### src/rtl/spi_xcvr_pkg.sv
package spi_xcvr_pkg;

  // Width of the rate code field in the setup register.
  localparam int SEL_W = 3;

  // Setup register layout, MSB first: rate, raw inputs, forced select level,
  // select from pin, interrupt on completion, slave role.
  typedef struct packed {
    logic [SEL_W-1:0] rate;
    logic             raw_in;
    logic             ss_lvl;
    logic             ss_from_pin;
    logic             irq_on_done;
    logic             is_slave;
  } cfg_t;

endpackage

### src/rtl/spi_in_sync.sv
module spi_in_sync #(
  parameter int             W       = 4,
  parameter logic [W-1:0]   RST_VAL = '0
) (
  input  logic         clk,
  input  logic         rst_n,
  input  logic         bypass,
  input  logic [W-1:0] pin_i,
  output logic [W-1:0] pin_o
);

  for (genvar g = 0; g < W; g++) begin : g_bit
    logic st1_q;
    logic st2_q;

    always_ff @(posedge clk or negedge rst_n) begin
      if (!rst_n) begin
        st1_q <= RST_VAL[g];
        st2_q <= RST_VAL[g];
      end else begin
        st1_q <= pin_i[g];
        st2_q <= st1_q;
      end
    end

    assign pin_o[g] = bypass ? pin_i[g] : st2_q;
  end

endmodule

### src/rtl/spi_baud.sv
module spi_baud #(
  parameter int SEL_W = 3
) (
  input  logic             clk,
  input  logic             rst_n,
  input  logic             run,
  input  logic [SEL_W-1:0] sel,
  output logic             tick
);

  localparam int MAX_SEL = (1 << SEL_W) - 1;
  localparam int CNT_W   = (MAX_SEL < 1) ? 1 : MAX_SEL;

  logic [CNT_W-1:0] cnt_q;
  logic [CNT_W-1:0] cnt_d;
  logic [CNT_W-1:0] last_cnt;

  // Half period is 2^sel cycles, so the terminal count is 2^sel - 1.
  assign last_cnt = {CNT_W{1'b1}} >> (MAX_SEL - int'(sel));
  assign tick     = run && (cnt_q == last_cnt);

  always_comb begin
    cnt_d = cnt_q;
    if (!run || tick) begin
      cnt_d = '0;
    end else begin
      cnt_d = cnt_q + 1'b1;
    end
  end

  always_ff @(posedge clk or negedge rst_n) begin
    if (!rst_n) begin
      cnt_q <= '0;
    end else begin
      cnt_q <= cnt_d;
    end
  end

endmodule

### src/rtl/spi_shift_core.sv
module spi_shift_core
  import spi_xcvr_pkg::*;
#(
  parameter int DATA_W = 8
) (
  input  logic              clk,
  input  logic              rst_n,
  input  logic              enable,
  input  cfg_t              cfg,
  input  logic              tx_we,
  input  logic [DATA_W-1:0] tx_wdata,
  input  logic              rx_re,
  input  logic              sclk_s,
  input  logic              mosi_s,
  input  logic              miso_s,
  input  logic              ss_eff_n,
  input  logic              tick,
  output logic              run,
  output logic              cmp_pulse,
  output logic              tx_empty,
  output logic [DATA_W-1:0] rx_data,
  output logic              rx_done,
  output logic              sclk_o,
  output logic              mosi_o,
  output logic              miso_o
);

  localparam int CNT_W = (DATA_W > 1) ? $clog2(DATA_W) : 1;
  localparam logic [CNT_W-1:0] LAST_BIT = CNT_W'(DATA_W - 1);

  logic [DATA_W-1:0] txb_q,  txb_d;
  logic              full_q, full_d;
  logic [DATA_W-1:0] sh_q,   sh_d;
  logic [CNT_W-1:0]  bit_q,  bit_d;
  logic              busy_q, busy_d;
  logic              clk_q,  clk_d;
  logic              prev_q;
  logic              cap_q,  cap_d;
  logic [DATA_W-1:0] rx_q,   rx_d;
  logic              done_q, done_d;
  logic              cmp;
  logic              s_rise;
  logic              s_fall;

  assign s_rise = sclk_s & ~prev_q;
  assign s_fall = ~sclk_s & prev_q;

  always_comb begin
    txb_d  = txb_q;
    full_d = full_q;
    sh_d   = sh_q;
    bit_d  = bit_q;
    busy_d = busy_q;
    clk_d  = clk_q;
    cap_d  = cap_q;
    rx_d   = rx_q;
    cmp    = 1'b0;

    if (!cfg.is_slave) begin
      // Master: load when idle, toggle the clock on each half-period tick,
      // capture at the end of each high phase.
      if (!busy_q) begin
        if (enable && full_q) begin
          sh_d   = txb_q;
          full_d = 1'b0;
          busy_d = 1'b1;
          bit_d  = '0;
          clk_d  = 1'b0;
        end
      end else if (tick) begin
        if (!clk_q) begin
          clk_d = 1'b1;
        end else begin
          clk_d = 1'b0;
          sh_d  = {sh_q[DATA_W-2:0], miso_s};
          if (bit_q == LAST_BIT) begin
            cmp    = 1'b1;
            rx_d   = {sh_q[DATA_W-2:0], miso_s};
            busy_d = 1'b0;
            bit_d  = '0;
          end else begin
            bit_d = bit_q + 1'b1;
          end
        end
      end
    end else begin
      // Slave: follow the bus clock only while enabled and selected.
      if (!enable || ss_eff_n) begin
        bit_d = '0;
      end else if (s_rise) begin
        if (bit_q == LAST_BIT) begin
          cmp   = 1'b1;
          rx_d  = {sh_q[DATA_W-2:0], mosi_s};
          bit_d = '0;
        end else begin
          cap_d = mosi_s;
          bit_d = bit_q + 1'b1;
        end
      end else if (s_fall && (bit_q != '0)) begin
        sh_d = {sh_q[DATA_W-2:0], cap_q};
      end
      if (enable && (bit_q == '0) && full_q) begin
        sh_d   = txb_q;
        full_d = 1'b0;
      end
    end

    if (tx_we) begin
      txb_d  = tx_wdata;
      full_d = 1'b1;
    end
  end

  always_comb begin
    done_d = done_q;
    if (cmp) begin
      done_d = 1'b1;
    end else if (rx_re) begin
      done_d = 1'b0;
    end
  end

  always_ff @(posedge clk or negedge rst_n) begin
    if (!rst_n) begin
      txb_q  <= '0;
      full_q <= 1'b0;
      sh_q   <= '0;
      bit_q  <= '0;
      busy_q <= 1'b0;
      clk_q  <= 1'b0;
      prev_q <= 1'b0;
      cap_q  <= 1'b0;
      rx_q   <= '0;
      done_q <= 1'b0;
    end else begin
      txb_q  <= txb_d;
      full_q <= full_d;
      sh_q   <= sh_d;
      bit_q  <= bit_d;
      busy_q <= busy_d;
      clk_q  <= clk_d;
      prev_q <= sclk_s;
      cap_q  <= cap_d;
      rx_q   <= rx_d;
      done_q <= done_d;
    end
  end

  assign run       = busy_q & ~cfg.is_slave;
  assign cmp_pulse = cmp;
  assign tx_empty  = ~full_q;
  assign rx_data   = rx_q;
  assign rx_done   = done_q;
  assign sclk_o    = clk_q & ~cfg.is_slave;
  assign mosi_o    = cfg.is_slave ? 1'b0 : sh_q[DATA_W-1];
  assign miso_o    = (cfg.is_slave && !ss_eff_n) ? sh_q[DATA_W-1] : 1'b0;

endmodule

### src/rtl/spi_xcvr.sv
module spi_xcvr
  import spi_xcvr_pkg::*;
#(
  parameter int DATA_W = 8
) (
  input  logic              clk,
  input  logic              rst_n,
  input  logic              enable,
  input  logic              cfg_we,
  input  logic [7:0]        cfg_wdata,
  output logic [7:0]        cfg_rdata,
  input  logic              tx_we,
  input  logic [DATA_W-1:0] tx_wdata,
  output logic              tx_empty,
  input  logic              rx_re,
  output logic [DATA_W-1:0] rx_data,
  output logic              rx_done,
  input  logic              sclk_i,
  input  logic              mosi_i,
  input  logic              miso_i,
  input  logic              ss_n_i,
  output logic              sclk_o,
  output logic              mosi_o,
  output logic              miso_o,
  output logic              irq
);

  logic       rs1_q;
  logic       rst_sync_n;
  cfg_t       cfg_q;
  cfg_t       cfg_d;
  logic [3:0] pins_s;
  logic       sclk_s;
  logic       mosi_s;
  logic       miso_s;
  logic       ss_s;
  logic       ss_eff_n;
  logic       run;
  logic       tick;
  logic       cmp_pulse;

  // Reset asserts at once and releases on a clock edge.
  always_ff @(posedge clk or negedge rst_n) begin
    if (!rst_n) begin
      rs1_q      <= 1'b0;
      rst_sync_n <= 1'b0;
    end else begin
      rs1_q      <= 1'b1;
      rst_sync_n <= rs1_q;
    end
  end

  always_comb begin
    cfg_d = cfg_q;
    if (cfg_we && !enable) begin
      cfg_d = cfg_t'(cfg_wdata);
    end
  end

  always_ff @(posedge clk or negedge rst_sync_n) begin
    if (!rst_sync_n) begin
      cfg_q <= '0;
    end else begin
      cfg_q <= cfg_d;
    end
  end

  spi_in_sync #(
    .W       (4),
    .RST_VAL (4'b0001)
  ) i_sync (
    .clk    (clk),
    .rst_n  (rst_sync_n),
    .bypass (cfg_q.raw_in),
    .pin_i  ({sclk_i, mosi_i, miso_i, ss_n_i}),
    .pin_o  (pins_s)
  );

  assign {sclk_s, mosi_s, miso_s, ss_s} = pins_s;
  assign ss_eff_n = cfg_q.ss_from_pin ? ss_s : cfg_q.ss_lvl;

  spi_baud #(
    .SEL_W (SEL_W)
  ) i_baud (
    .clk   (clk),
    .rst_n (rst_sync_n),
    .run   (run),
    .sel   (cfg_q.rate),
    .tick  (tick)
  );

  spi_shift_core #(
    .DATA_W (DATA_W)
  ) i_core (
    .clk       (clk),
    .rst_n     (rst_sync_n),
    .enable    (enable),
    .cfg       (cfg_q),
    .tx_we     (tx_we),
    .tx_wdata  (tx_wdata),
    .rx_re     (rx_re),
    .sclk_s    (sclk_s),
    .mosi_s    (mosi_s),
    .miso_s    (miso_s),
    .ss_eff_n  (ss_eff_n),
    .tick      (tick),
    .run       (run),
    .cmp_pulse (cmp_pulse),
    .tx_empty  (tx_empty),
    .rx_data   (rx_data),
    .rx_done   (rx_done),
    .sclk_o    (sclk_o),
    .mosi_o    (mosi_o),
    .miso_o    (miso_o)
  );

  assign cfg_rdata = cfg_q;
  assign irq       = enable & (cfg_q.irq_on_done ? rx_done : tx_empty);

endmodule

### config.mk
export PLATFORM = sky130hd
export DESIGN_NAME = spi_xcvr
export DESIGN_NICKNAME = d
export VERILOG_FILES = /design/src/rtl/spi_xcvr_pkg.sv /design/src/rtl/spi_in_sync.sv /design/src/rtl/spi_baud.sv /design/src/rtl/spi_shift_core.sv /design/src/rtl/spi_xcvr.sv
export SDC_FILE = /design/constraint.sdc
export NUM_CORES = 1
export LEC_CHECK = 0
export ABC_AREA = 1
export BUFFER_PORTS_ARGS = -buffer_cell sky130_fd_sc_hd__buf_2
export CAP_MARGIN = 20
export CORE_MARGIN = 5
export CORE_UTILIZATION = 60
export DETAILED_ROUTE_END_ITERATION = 10
export PLACE_DENSITY_LB_ADDON = 0.15
export SLEW_MARGIN = 10
export SYNTH_ARGS = -nofsm -noshare
export SYNTH_HDL_FRONTEND = slang
export SYNTH_SLANG_ARGS = --single-unit
### constraint.sdc
create_clock -name clk -period 3.3 [get_ports clk]
set_clock_uncertainty 0.05 [all_clocks]
set_input_delay 0.33 -clock clk [delete_from_list [all_inputs] [get_ports clk]]
set_output_delay 0.33 -clock clk [all_outputs]
set_load 0.02 [all_outputs]
==> out/qor.yml <==
hold_path:
  worstHoldEndpoint: "i_sync.g_bit[0].st1_q"
  min_path_type: "in -> reg"
  min_from: "ss_n_i"
  holdPathStages: 1
cts:
  tritoncts: "yes"
  htree_levels: 3
  cts_made_buffers: 9
  clk_pin_slew_worst_paths_ns: 0.06
  clk_latency_ns: 0.34
  post_cts_resized: 0
  clock_sinks: 58
  cts_buffer_depth: 2
  postCtsSetupBuffers: 0
  ctsRootBufferMaster: "clkbuf_8"
synthesis:
  syn_inst: 350
  syn_nets: 380
  ys_seq_elements: 58
  synthFlopType: "dfrtp_1"
  synthesis.area_um2: 2940
  yosysWarnings: 0
  yosysSeqAreaShare_pct: 49.4
  synth_edf_count: 0
  avgSynthCellArea_um2: 8.41
  yosysUniqueCellTypes: 34
  synth-async-reset-ratio_pct: 100
pwr:
  ir_drop_v: 0.000429
  finalPower_w: 0.00223
  switching_share_pct: 32.5
  cellPowerDensity_nw_per_um2: 652
  combPwrFrac_pct: 23.8
  power.leakage_nw: 1.79
  p_sw_w: 0.000724
  seqPwrFrac_pct: 41.5
  clockPowerShare_pct: 34.7
  p_int_w: 0.00151
finish:
  num_antenna_cells: 0
  area_delta_synth_final_pct: 16.1
  drive_gt1_share_pct: 24.4
  final_cell_mix: "nand2_1 (92), dfrtp_1 (55), buf_2 (47)"
  final_common_cell: "nand2_1"
  postLayoutCoreUtil_pct: 71.9
  fin_nets: 430
  fill_cells: 393
sta:
  fin_setup_tns_ns: 0
  finalMaxSlewViolations: 0
  period_needed_ns: 1.96
  worst_slew_pin_slew_ns: 0.843
  relSlewSlack_pct: 43.8
  setup_viol: 0
  fmax_ghz: 0.509
  hold_violations: 0
  whs_ns: 0.0658
  finalCritPeriodShare_pct: 59.5
  rsz0062_at_grt: "no"
floorplan:
  core_area_um2: 4750
  io_pins: 48
  initial_utilization_pct: 61.9
  die_h_um: 80.1
  die_x_um: 80.1
  die_area_um2: 6410
  rows: 25
detailed_routing:
  drt_iter0_drc: 144
  first_pass_iters: 6
  ant_nets: 0
  wl_per_cell_um: 13.2
  routed_wl_um: 6240
  vias_per_cell: 5.11
  via_count: 2412
  drc: 0
worst_setup_path:
  cp-start-kind: "register"
  reg2reg_slack_ns: 1.47
  worstSetupEndpointType: "output port"
  slowest_stage: "dfrtp_1"
  cp_num_buf_inv: 2
  path_class: "reg -> out"
  crit_path_cell_trace: "inv_2 > nand2_1 > nand2_1 > a21oi_4 > nand2_2 > nor2_1 > buf_2"
  cp.depth: 7
  reg2regPathDepth: 9
  required_ns: 2.92
  critPathMaxStageDelay_ns: 0.44
  arrival_ns: 1.58
  cp_top_family: "flip-flops"
  critPathMostFrequentCell: "nand2_1"
  r2r-start: "cfg_rdata[6]"
  worstReg2RegEnd: "i_core.rx_data[0]"
  cp_max_fo: 6
global_routing:
  met3_usage_pct: 4.48
  grt_util_all_layers_pct: 22.9
  use_met2_pct: 36.0
  gr-total-overflow: 0
  antenna_found_initial: 0
  top_usage_layer: "met2"
  grt_pass1_wl_um: 11200
  grt_max_degree: 40
  gr-usage-met1_pct: 29.9
  grt_pass1_vias: 2455
run:
  drv_cap: 0
place:
  place_congestion: 0.903
  port_buffers: 47
  hpwl_um: 4550
status:
  outcome: "finished clean"
## power by group through the flow
stage	Sequential, W	Combinational (W)	Clock [W]
after floorplan	0.000917	0.000428	0
after global placement	0.000934	0.000512	0
after detailed placement	0.000936	0.000528	0
after CTS	0.000924	0.000530	0.000781
after global routing	0.000943	0.000610	0.000819
final	0.000924	0.000531	0.000774
## cells in the mapped netlist, types with 2 or more instances
cell,count,area share [%]
buf_4,2,0.51
buf_6,2,0.76
clkbuf_1,2,0.26
ha_1,4,1.7
nand3_4,2,1.2
xor2_1,2,0.60
nand2_4,2,0.76
nor2_1,33,4.2
dfstp_2,2,1.8
nor2_4,2,0.76
dfrtp_1,56,48
nand2_2,6,1.3
a21oi_1,15,2.5
nand2_1,92,12
o21ai_0,15,2.5
inv_2,8,1.0
nor2_2,3,0.64
nand3_1,30,5.1
buf_12,2,1.4
nand3_2,3,1.0
nor3b_1,2,0.51
buf_2,2,0.34
inv_1,33,4.2
mux2_2,3,1.1
nand4_1,18,3.8
## worst max path at each step
stage / start / end / slack (ns)
floorplan: rst_sync_n / cfg_rdata[0] / 1.52
global placement: cfg_rdata[7] / i_core.rx_data[0] / 1.54
detailed placement: cfg_rdata[6] / i_core.rx_data[5] / 1.51
CTS: cfg_rdata[4] / miso_o / 1.30
global route: cfg_rdata[6] / i_core.rx_data[1] / 1.15
finish: cfg_rdata[4] / miso_o / 1.34
## per-layer routing
layer  vias up  wire, um
li1       1227         -
met1      1112      2830
met2        58      2930
met3        15       314
met4         0       162
met5         -         0
## worst reg2reg max path: stages (launching register included)
cell and delay [ns]:
dfrtp_1 0.56, nand2_1 0.12, nand3_1 0.12, nand2_1 0.07, inv_1 0.06, nand2_1 0.05, nor2_1 0.09, nand4_1 0.31
nand3_1 0.21, nand2_1 0.07
## repair_timing
item / 4_1_cts / 5_1_grt
setup endpoints to repair: 0 / 0
hold buffers: 1 / 0
hold endpoints to repair: 2 / 0
## registers in the layout, indices dropped and copies added, names as in the netlist, 3 cells and up
signal              cells
i_baud.cnt_q            7
i_sync.g_bit.st1_q      4
cfg_rdata               8
i_core.txb_q            8
i_sync.g_bit.st2_q      4
i_core.sh_q             8
i_core.bit_q            3
i_core.rx_data          8
## stage by stage
stage / worst slack (ns) / instance area (um2) / cells
floorplan: 1.52 / 2940 / 350
global placement: 1.54 / 3180 / 455
detailed placement: 1.51 / 3180 / 455
CTS: 1.30 / 3420 / 472
global route: 1.15 / 3420 / 472
finish: 1.34 / 3420 / 472
## final cells by class
cell class | count | area, um2 | share of cell area [%]
Inverter | 41 | 154 | 4.50
Tap cell | 67 | 83.8 | 2.45
Sequential cell | 58 | 1460 | 42.6
Multi-Input combinational cell | 241 | 1240 | 36.3
Clock buffer | 10 | 128 | 3.73
Timing Repair Buffer | 49 | 253 | 7.39
Clock inverter | 6 | 105 | 3.07
## logic make-up (layout without fill, tap and decap cells)
kind of cell	count (synthesis)	in the layout	synth area share, %
xor gates and xnor gates	2	2	0.595
AOI/OAI and AO/OA	36	36	7.05
other	1	1	0.127
DFF	58	58	49.4
and+or+nand+nor	194	194	31.2
buffers and inverters	51	106	8.46
muxes	4	4	1.49
adders and majority gates	4	4	1.70
Note: power is estimated with default switching activity, not from simulation.
